File: src/rtl/tmr_pkg.sv
package tmr_pkg;

    // byte span of one channel window (0x40)
    localparam int CH_SPAN_W = 6;

    // word index inside a channel window
    localparam logic [3:0] W_CLEAR  = 4'd0;
    localparam logic [3:0] W_START  = 4'd1;
    localparam logic [3:0] W_STOP   = 4'd2;
    localparam logic [3:0] W_MODE   = 4'd3;
    localparam logic [3:0] W_STATUS = 4'd4;
    localparam logic [3:0] W_COUNT  = 4'd5;
    localparam logic [3:0] W_LIMIT  = 4'd6;
    localparam logic [3:0] W_IRQEN  = 4'd7;
    localparam logic [3:0] W_ACK    = 4'd8;

    localparam int ACK_BIT = 7;

    localparam logic [3:0] ST_IDLE = 4'd1;
    localparam logic [3:0] ST_RUN  = 4'd2;

    typedef enum logic {
        MODE_CONT    = 1'b0,
        MODE_ONESHOT = 1'b1
    } tmr_mode_e;

    typedef struct packed {
        logic clear;
        logic start;
        logic stop;
        logic set_mode;
        logic set_limit;
        logic set_irqen;
        logic ack;
    } tmr_cmd_t;

    function automatic logic [31:0] pack_status(input logic run, input tmr_mode_e m,
                                                input logic ie, input logic pend);
        return {24'd0, pend, ie, (m == MODE_ONESHOT), run, (run ? ST_RUN : ST_IDLE)};
    endfunction

endpackage

File: src/rtl/tmr_decode.sv
module tmr_decode
    import tmr_pkg::*;
#(
    parameter int NCH = 4,
    parameter int AW  = 9
) (
    input  logic [AW-1:0] addr,
    input  logic          wr_en,
    output logic [NCH-1:0] ch_sel,
    output logic [3:0]    word,
    output logic          glob_sel,
    output tmr_cmd_t      cmd [NCH]
);
    localparam int SEL_W = AW - CH_SPAN_W;

    logic             aligned;
    logic [SEL_W-1:0] win;

    assign aligned  = (addr[1:0] == 2'b00);
    assign win      = addr[AW-1:CH_SPAN_W];
    assign word     = addr[CH_SPAN_W-1:2];
    assign glob_sel = aligned && (win == SEL_W'(NCH)) && (word == 4'd0);

    for (genvar i = 0; i < NCH; i++) begin : g_ch
        logic hit_wr;
        assign ch_sel[i]        = aligned && (win == SEL_W'(i));
        assign hit_wr           = wr_en && ch_sel[i];
        assign cmd[i].clear     = hit_wr && (word == W_CLEAR);
        assign cmd[i].start     = hit_wr && (word == W_START);
        assign cmd[i].stop      = hit_wr && (word == W_STOP);
        assign cmd[i].set_mode  = hit_wr && (word == W_MODE);
        assign cmd[i].set_limit = hit_wr && (word == W_LIMIT);
        assign cmd[i].set_irqen = hit_wr && (word == W_IRQEN);
        assign cmd[i].ack       = hit_wr && (word == W_ACK);
    end

endmodule

File: src/rtl/tmr_channel.sv
module tmr_channel
    import tmr_pkg::*;
#(
    parameter int CW = 32
) (
    input  logic          clk,
    input  logic          rst,
    input  logic          tick,
    input  tmr_cmd_t      cmd,
    input  logic [CW-1:0] wval,
    input  logic          wbit0,
    input  logic          wbit_ack,
    output logic [CW-1:0] cnt,
    output logic [CW-1:0] lim,
    output logic          run,
    output tmr_mode_e     mode,
    output logic          irq_en,
    output logic          pend
);
    logic          ctl_cmd;
    logic          step;
    logic [CW-1:0] nxt;
    logic          fire;

    always_comb begin
        ctl_cmd = cmd.clear | cmd.start | cmd.stop;
        step    = run && tick && !ctl_cmd;
        nxt     = (cnt == lim) ? '0 : cnt + 1'b1;
        fire    = step && (nxt == lim);
    end

    always_ff @(posedge clk) begin
        if (rst) begin
            cnt    <= '0;
            lim    <= '1;
            run    <= 1'b0;
            mode   <= MODE_CONT;
            irq_en <= 1'b0;
            pend   <= 1'b0;
        end else begin
            if (cmd.clear) begin
                cnt <= '0;
                run <= 1'b0;
            end else if (cmd.stop) begin
                run <= 1'b0;
            end else if (cmd.start) begin
                run <= 1'b1;
            end else if (step) begin
                cnt <= nxt;
                if (fire && mode == MODE_ONESHOT)
                    run <= 1'b0;
            end

            if (cmd.set_mode)  mode   <= tmr_mode_e'(wbit0);
            if (cmd.set_limit) lim    <= wval;
            if (cmd.set_irqen) irq_en <= wbit0;

            if (cmd.clear)
                pend <= 1'b0;
            else if (fire)
                pend <= 1'b1;
            else if (cmd.ack && wbit_ack)
                pend <= 1'b0;
        end
    end

    // a stopped channel holds its count unless cleared
    a_r4_hold_when_stopped: assert property (@(posedge clk) disable iff (rst)
        (!run && !cmd.clear) |=> $stable(cnt));

    // a one-shot event leaves the channel stopped at its terminal count
    a_r6_oneshot_stops: assert property (@(posedge clk) disable iff (rst)
        ($rose(pend) && $past(mode == MODE_ONESHOT) && !$past(cmd.set_limit))
        |-> (!run && cnt == lim));

    // clear command empties count, pending and run state
    a_r7_clear_cmd: assert property (@(posedge clk) disable iff (rst)
        cmd.clear |=> (cnt == '0 && !run && !pend));

    // an acknowledge with no coincident event drops pending
    a_r10_ack_clears: assert property (@(posedge clk) disable iff (rst)
        (cmd.ack && wbit_ack && !fire) |=> !pend);

endmodule

File: src/rtl/tmr_readmux.sv
module tmr_readmux
    import tmr_pkg::*;
#(
    parameter int NCH = 4,
    parameter int CW  = 32
) (
    input  logic           clk,
    input  logic           rst,
    input  logic           rd_en,
    input  logic [NCH-1:0] ch_sel,
    input  logic [3:0]     word,
    input  logic           glob_sel,
    input  logic [31:0]    status [NCH],
    input  logic [CW-1:0]  cnt    [NCH],
    input  logic [CW-1:0]  lim    [NCH],
    input  logic           clk_req,
    output logic [31:0]    rdata
);
    logic [31:0] rval;

    always_comb begin
        rval = '0;
        for (int i = 0; i < NCH; i++) begin
            if (ch_sel[i]) begin
                case (word)
                    W_STATUS: rval = status[i];
                    W_COUNT:  rval = 32'(cnt[i]);
                    W_LIMIT:  rval = 32'(lim[i]);
                    default:  rval = '0;
                endcase
            end
        end
        if (glob_sel)
            rval = {31'd0, clk_req};
    end

    always_ff @(posedge clk) begin
        if (rst)
            rdata <= '0;
        else if (rd_en)
            rdata <= rval;
    end

    // data only changes in the cycle after a read strobe
    a_r1_rdata_hold: assert property (@(posedge clk) disable iff (rst)
        !rd_en |=> $stable(rdata));

endmodule

File: src/rtl/tmr_bank.sv
module tmr_bank
    import tmr_pkg::*;
#(
    parameter int NCH = 4,
    parameter int CW  = 32,
    localparam int AW = CH_SPAN_W + $clog2(NCH) + 1
) (
    input  logic           clk,
    input  logic           rst,
    input  logic           wr_en,
    input  logic           rd_en,
    input  logic [AW-1:0]  addr,
    input  logic [31:0]    wdata,
    output logic [31:0]    rdata,
    input  logic [NCH-1:0] tick_en,
    output logic [NCH-1:0] irq,
    output logic           clk_req
);
    logic [NCH-1:0] ch_sel;
    logic [3:0]     word;
    logic           glob_sel;
    tmr_cmd_t       cmd    [NCH];
    logic [31:0]    status [NCH];
    logic [CW-1:0]  cnt    [NCH];
    logic [CW-1:0]  lim    [NCH];

    tmr_decode #(.NCH(NCH), .AW(AW)) u_decode (
        .addr     (addr),
        .wr_en    (wr_en),
        .ch_sel   (ch_sel),
        .word     (word),
        .glob_sel (glob_sel),
        .cmd      (cmd)
    );

    for (genvar i = 0; i < NCH; i++) begin : g_chan
        logic      run;
        tmr_mode_e mode;
        logic      irq_en;
        logic      pend;

        tmr_channel #(.CW(CW)) u_chan (
            .clk      (clk),
            .rst      (rst),
            .tick     (tick_en[i]),
            .cmd      (cmd[i]),
            .wval     (wdata[CW-1:0]),
            .wbit0    (wdata[0]),
            .wbit_ack (wdata[ACK_BIT]),
            .cnt      (cnt[i]),
            .lim      (lim[i]),
            .run      (run),
            .mode     (mode),
            .irq_en   (irq_en),
            .pend     (pend)
        );

        assign status[i] = pack_status(run, mode, irq_en, pend);
        assign irq[i]    = pend & irq_en;
    end

    always_ff @(posedge clk) begin
        if (rst)
            clk_req <= 1'b0;
        else if (wr_en && glob_sel)
            clk_req <= wdata[0];
    end

    tmr_readmux #(.NCH(NCH), .CW(CW)) u_readmux (
        .clk      (clk),
        .rst      (rst),
        .rd_en    (rd_en),
        .ch_sel   (ch_sel),
        .word     (word),
        .glob_sel (glob_sel),
        .status   (status),
        .cnt      (cnt),
        .lim      (lim),
        .clk_req  (clk_req),
        .rdata    (rdata)
    );

    // the global bit follows the last write to it
    a_r13_clk_req_write: assert property (@(posedge clk) disable iff (rst)
        (wr_en && glob_sel) |=> (clk_req == $past(wdata[0])));

endmodule

File: config.mk
export PLATFORM = sky130hd
export DESIGN_NAME = tmr_bank
export DESIGN_NICKNAME = d
export VERILOG_FILES = /design/src/rtl/tmr_pkg.sv /design/src/rtl/tmr_decode.sv /design/src/rtl/tmr_channel.sv /design/src/rtl/tmr_readmux.sv /design/src/rtl/tmr_bank.sv
export SDC_FILE = /design/constraint.sdc
export NUM_CORES = 1
export LEC_CHECK = 0
export ABC_CLOCK_PERIOD_IN_PS = 3400
export BUFFER_PORTS_ARGS = -buffer_cell sky130_fd_sc_hd__clkbuf_2
export CORE_ASPECT_RATIO = 0.75
export CORE_UTILIZATION = 45
export DETAILED_ROUTE_END_ITERATION = 6
export PLACE_DENSITY = 0.71
export SYNTH_ARGS = -nofsm -noshare
export SYNTH_HDL_FRONTEND = slang
export SYNTH_SLANG_ARGS = --single-unit
File: constraint.sdc
create_clock -name clk -period 3.4 [get_ports clk]
set_clock_uncertainty 0.15 [all_clocks]
set_input_delay 0.34 -clock clk [delete_from_list [all_inputs] [get_ports clk]]
set_output_delay 0.34 -clock clk [all_outputs]
set_load 0.1 [all_outputs]
==> summary.md <==
| Metric | Value |
|---|---|
| Critical Path RT | `3720 ps` |
| DRT Pass-1 Iters | `6` |
| Gr ovfl total | `0` |
| WP data arrival | `between 3000 and 4000 ps` |
| Chip width | `approximately 250 um` |
| Peak supply drop | `0.299 mV` |
| Total power | `around 8.4 mW` |
| Initial core utilization | `between 40% and 50%` |
| I/O Buffers | `85` |
| CTS root buf | `clkbuf_16` |
| GP Congestion | `around 1.1` |
| Core area | `46500 sq um` |
| Row Count | `68` |
| Die ar. | `48600 sq um` |
| Global-route wire length before repair | `148000 um` |
| Post-Synthesis Cells | `2900` |
| Place WS | `-0.146 ps` |
| Maximum clock rate | `~0.3 GHz` |
| HPWL after DPL | `around 78000 um` |
| Slew Viols, Final | `0` |
| Leading area contributor after synthesis | `dfxtp_1` |
| Post-synth EDFFs | `0` |
| Proportion of layout cells with a drive suffix above 1 | `20.5%` |
| Hold Path Stages | `2` |
| Initial antenna violation count | `2` |
| P_leak | `9.54 nW` |
| Reg2reg end | `g_chan[3].u_chan.run` |
| Slew @ Worst Pin | `around 1200 ps` |
| Vias in the first global route | `roughly 23000` |
| Final Cycle Share | `98.2%` |
| Worst Setup Start Kind | `flop` |
| Synth area leaders | `dfxtp_1 28%, nand2_1 7.4%, xor2_1 7.0%` |
| Average size of a mapped cell | `7.41 sq um` |
| Synthesized area | `between 20000 and 25000 sq um` |
| Synth top area share | `between 20 and 30%` |
| Fillers | `approximately 4400` |
| Fin Setup TNS | `0 ps` |
| Via count | `24900` |
| Die H | `between 150 and 200 um` |
| Critical path fanouts, max | `7` |
| IO Count | `86` |
| GRT Util Overall | `40.7%` |
| Worst hold path endpoint | `g_chan[2].u_chan.lim[5]` |
| Post-route worst setup slack | `60.2 ps` |
| Wire per inst | `26.4 um` |
| Minimum clock period | `~3300 ps` |
| Post-synth ARST share | `0%` |
| Worst min-delay path class | `in -> reg` |
| Iteration-0 DRC Markers | `about 3800` |
| R2R Path Start | `g_chan[3].u_chan.cnt[7]` |
| FF/Latch Area | `6130 sq um` |
| Yosys synthesis warning count | `0` |
| R2r setup slk | `roughly 60 ps` |
| H-tree Lvls | `2` |
| Clk Latency, worst-skew pair | `580 ps` |
| CTS Buffer Depth | `3` |
| Hold violation count in the final report | `0` |
| Slew headroom | `between 20% and 30%` |
| Pwr/cell area | `between 300 and 400 nW/um^2` |
| Commonest register cell after synthesis | `dfxtp_1` |
| Num CTS Buffers | `36` |
| Seq/Total Area, Yosys | `between 20% and 30%` |
| Area occupied by multi-input gates | `roughly 14000 sq um` |
| Syn Nets | `just under 3000` |
| CP Capture Type | `flop` |
| Remaining antenna violation count | `0` |
| Clock-pin slew of the registers on the worst-case setup and hold paths | `70 ps` |
| CTS tree | `built` |
| Clock sink count | `just over 300` |
| Post-synth cell types | `90` |
| Setup Viol. Count Final | `0` |
| Max Cap Violations | `0` |
| Synth Register Bits | `305` |
| Final nets | `3219` |
| Final core utilization | `approximately 57%` |
| Area delta synth->final | `22.5%` |
| Min-delay src | `wdata[5]` |
| Post-DR vias/cell | `6.51` |
| Outcome | `completed` |
| Reg2Reg Depth | `11` |
| DRC errors left | `0` |
| CP Class | `reg -> reg` |
| Routed WL | `roughly 100000 um` |
| Largest net degree at the start of global routing | `60` |
==> metrics by stage <==
step	hold slack, ps	area (sq um)	std cells
5_1_grt	30.1	26300	3822
3_3_place_gp	302	24800	3753
4_1_cts	10.6	26100	3818
2_1_floorplan	299	21500	2900
6_report	47.0	26300	3823
3_5_place_dp	310	24800	3753
==> state kept, by name (all words and copies together) (netlist names) <==
signal and flops:
u_readmux.rdata 32, clk_req 1, g_chan.u_chan.run 4, g_chan.u_chan.lim 128
g_chan.u_chan.mode 4, g_chan.u_chan.cnt 128, g_chan.u_chan.pend 4, g_chan.u_chan.irq_en 4
==> Yosys cell counts (24+ instances only) <==
cell / instances
a21oi_1: 205
a221oi_1: 49
a22oi_1: 93
and4_1: 24
buf_2: 51
clkbuf_1: 189
dfxtp_1: 305
inv_1: 27
mux2i_1: 65
nand2_1: 425
nand3_1: 129
nand3b_1: 26
nand4_1: 72
nor2_1: 179
nor3_1: 97
nor4_1: 72
o211ai_1: 24
o21ai_0: 149
o22ai_1: 46
or3_1: 43
xnor2_1: 78
xor2_1: 172
==> routing by layer <==
layer  global-route usage [%]  share of wire, %  vias to the layer above
met3                     10.1                11                      204
met2                     62.4                43                     1535
met5                        0            0.0099                        -
li1                         -                 -                    11100
met1                     56.4                43                    12000
met4                     10.9               3.0                        2
==> placed cells by master, fill, tap and decap left out, types with 46 or more instances in the layout <==
cell / count
nor4_1: 60
o22ai_1: 46
nand4_1: 72
nor2_1: 172
xor2_1: 171
nor3_1: 95
nand2_1: 424
clkbuf_2: 85
dfxtp_1: 286
a21oi_1: 205
nand3_1: 128
buf_4: 408
a221oi_1: 48
mux2i_1: 65
a22oi_1: 93
xnor2_1: 77
o21ai_0: 147
==> cell families (layout without fill, tap and decap cells) <==
family | Yosys count | after routing | synth area share, %
AO/OA/AOI/OAI | 744 | 744 | 22.5
XOR/XNOR | 258 | 258 | 11.1
adder cells (fa/ha/maj) | 4 | 4 | 0.233
buffers and inverters | 303 | 595 | 5.90
flip-flops | 305 | 305 | 28.4
multiplexers | 66 | 66 | 3.08
other | 0 | 1 | 0
AND/OR/NAND/NOR | 1220 | 1220 | 28.8
==> layout make-up <==
type,count,share of cell area (%)
clock inverter,19,1.05
multi-input combinational,2292,54.5
clock buffer,45,3.78
inverter,28,0.404
antenna,1,0.00951
timing repair buffer,503,14.0
tap,630,3.00
sequential,305,23.3
==> power breakdown <==
group	switching, mW	internal [mW]	total (mW)
sequential	0.00358	3.58	3.58
clock	1.78	2.55	4.33
combinational	0.355	0.112	0.468
==> worst max path at each step <==
| stage | start | endpoint | slack, ps | cells after the start |
|---|---|---|---|---|
| final | g_chan[3].u_chan.cnt[7] | g_chan[3].u_chan.run | 60 | 11 |
| after global routing | g_chan[3].u_chan.cnt[7] | g_chan[3].u_chan.run | -50 | 11 |
| after global placement | g_chan[2].u_chan.cnt[0] | g_chan[2].u_chan.run | 50 | 12 |
| after floorplan | g_chan[2].u_chan.cnt[14] | g_chan[2].u_chan.run | 200 | 11 |
| after CTS | g_chan[2].u_chan.cnt[6] | g_chan[2].u_chan.run | 20 | 10 |
| after detailed placement | g_chan[2].u_chan.cnt[0] | g_chan[2].u_chan.run | -0.1 | 12 |
==> worst max-delay path, stage by stage (launching register included) <==
cell	delay (ps)
dfxtp_1	460
and4_1	330
nand4_1	140
buf_4	190
o31a_1	290
or2_2	320
o32ai_1	360
a22oi_1	170
a2111oi_2	300
nand4_1	160
buf_4	190
o21a_1	170
==> repair_timing <==
| action | in CTS | in global routing |
|---|---|---|
| pin swaps | 0 | 4 |
| buffers inserted | 0 | 4 |
| setup endpoints to repair | 1 | 11 |
| hold buffers | 1 | 0 |
| endpoints found under the hold margin | 1 | 0 |
| resized for setup | 1 | 55 |
Note: power is estimated with default switching activity, not from simulation.
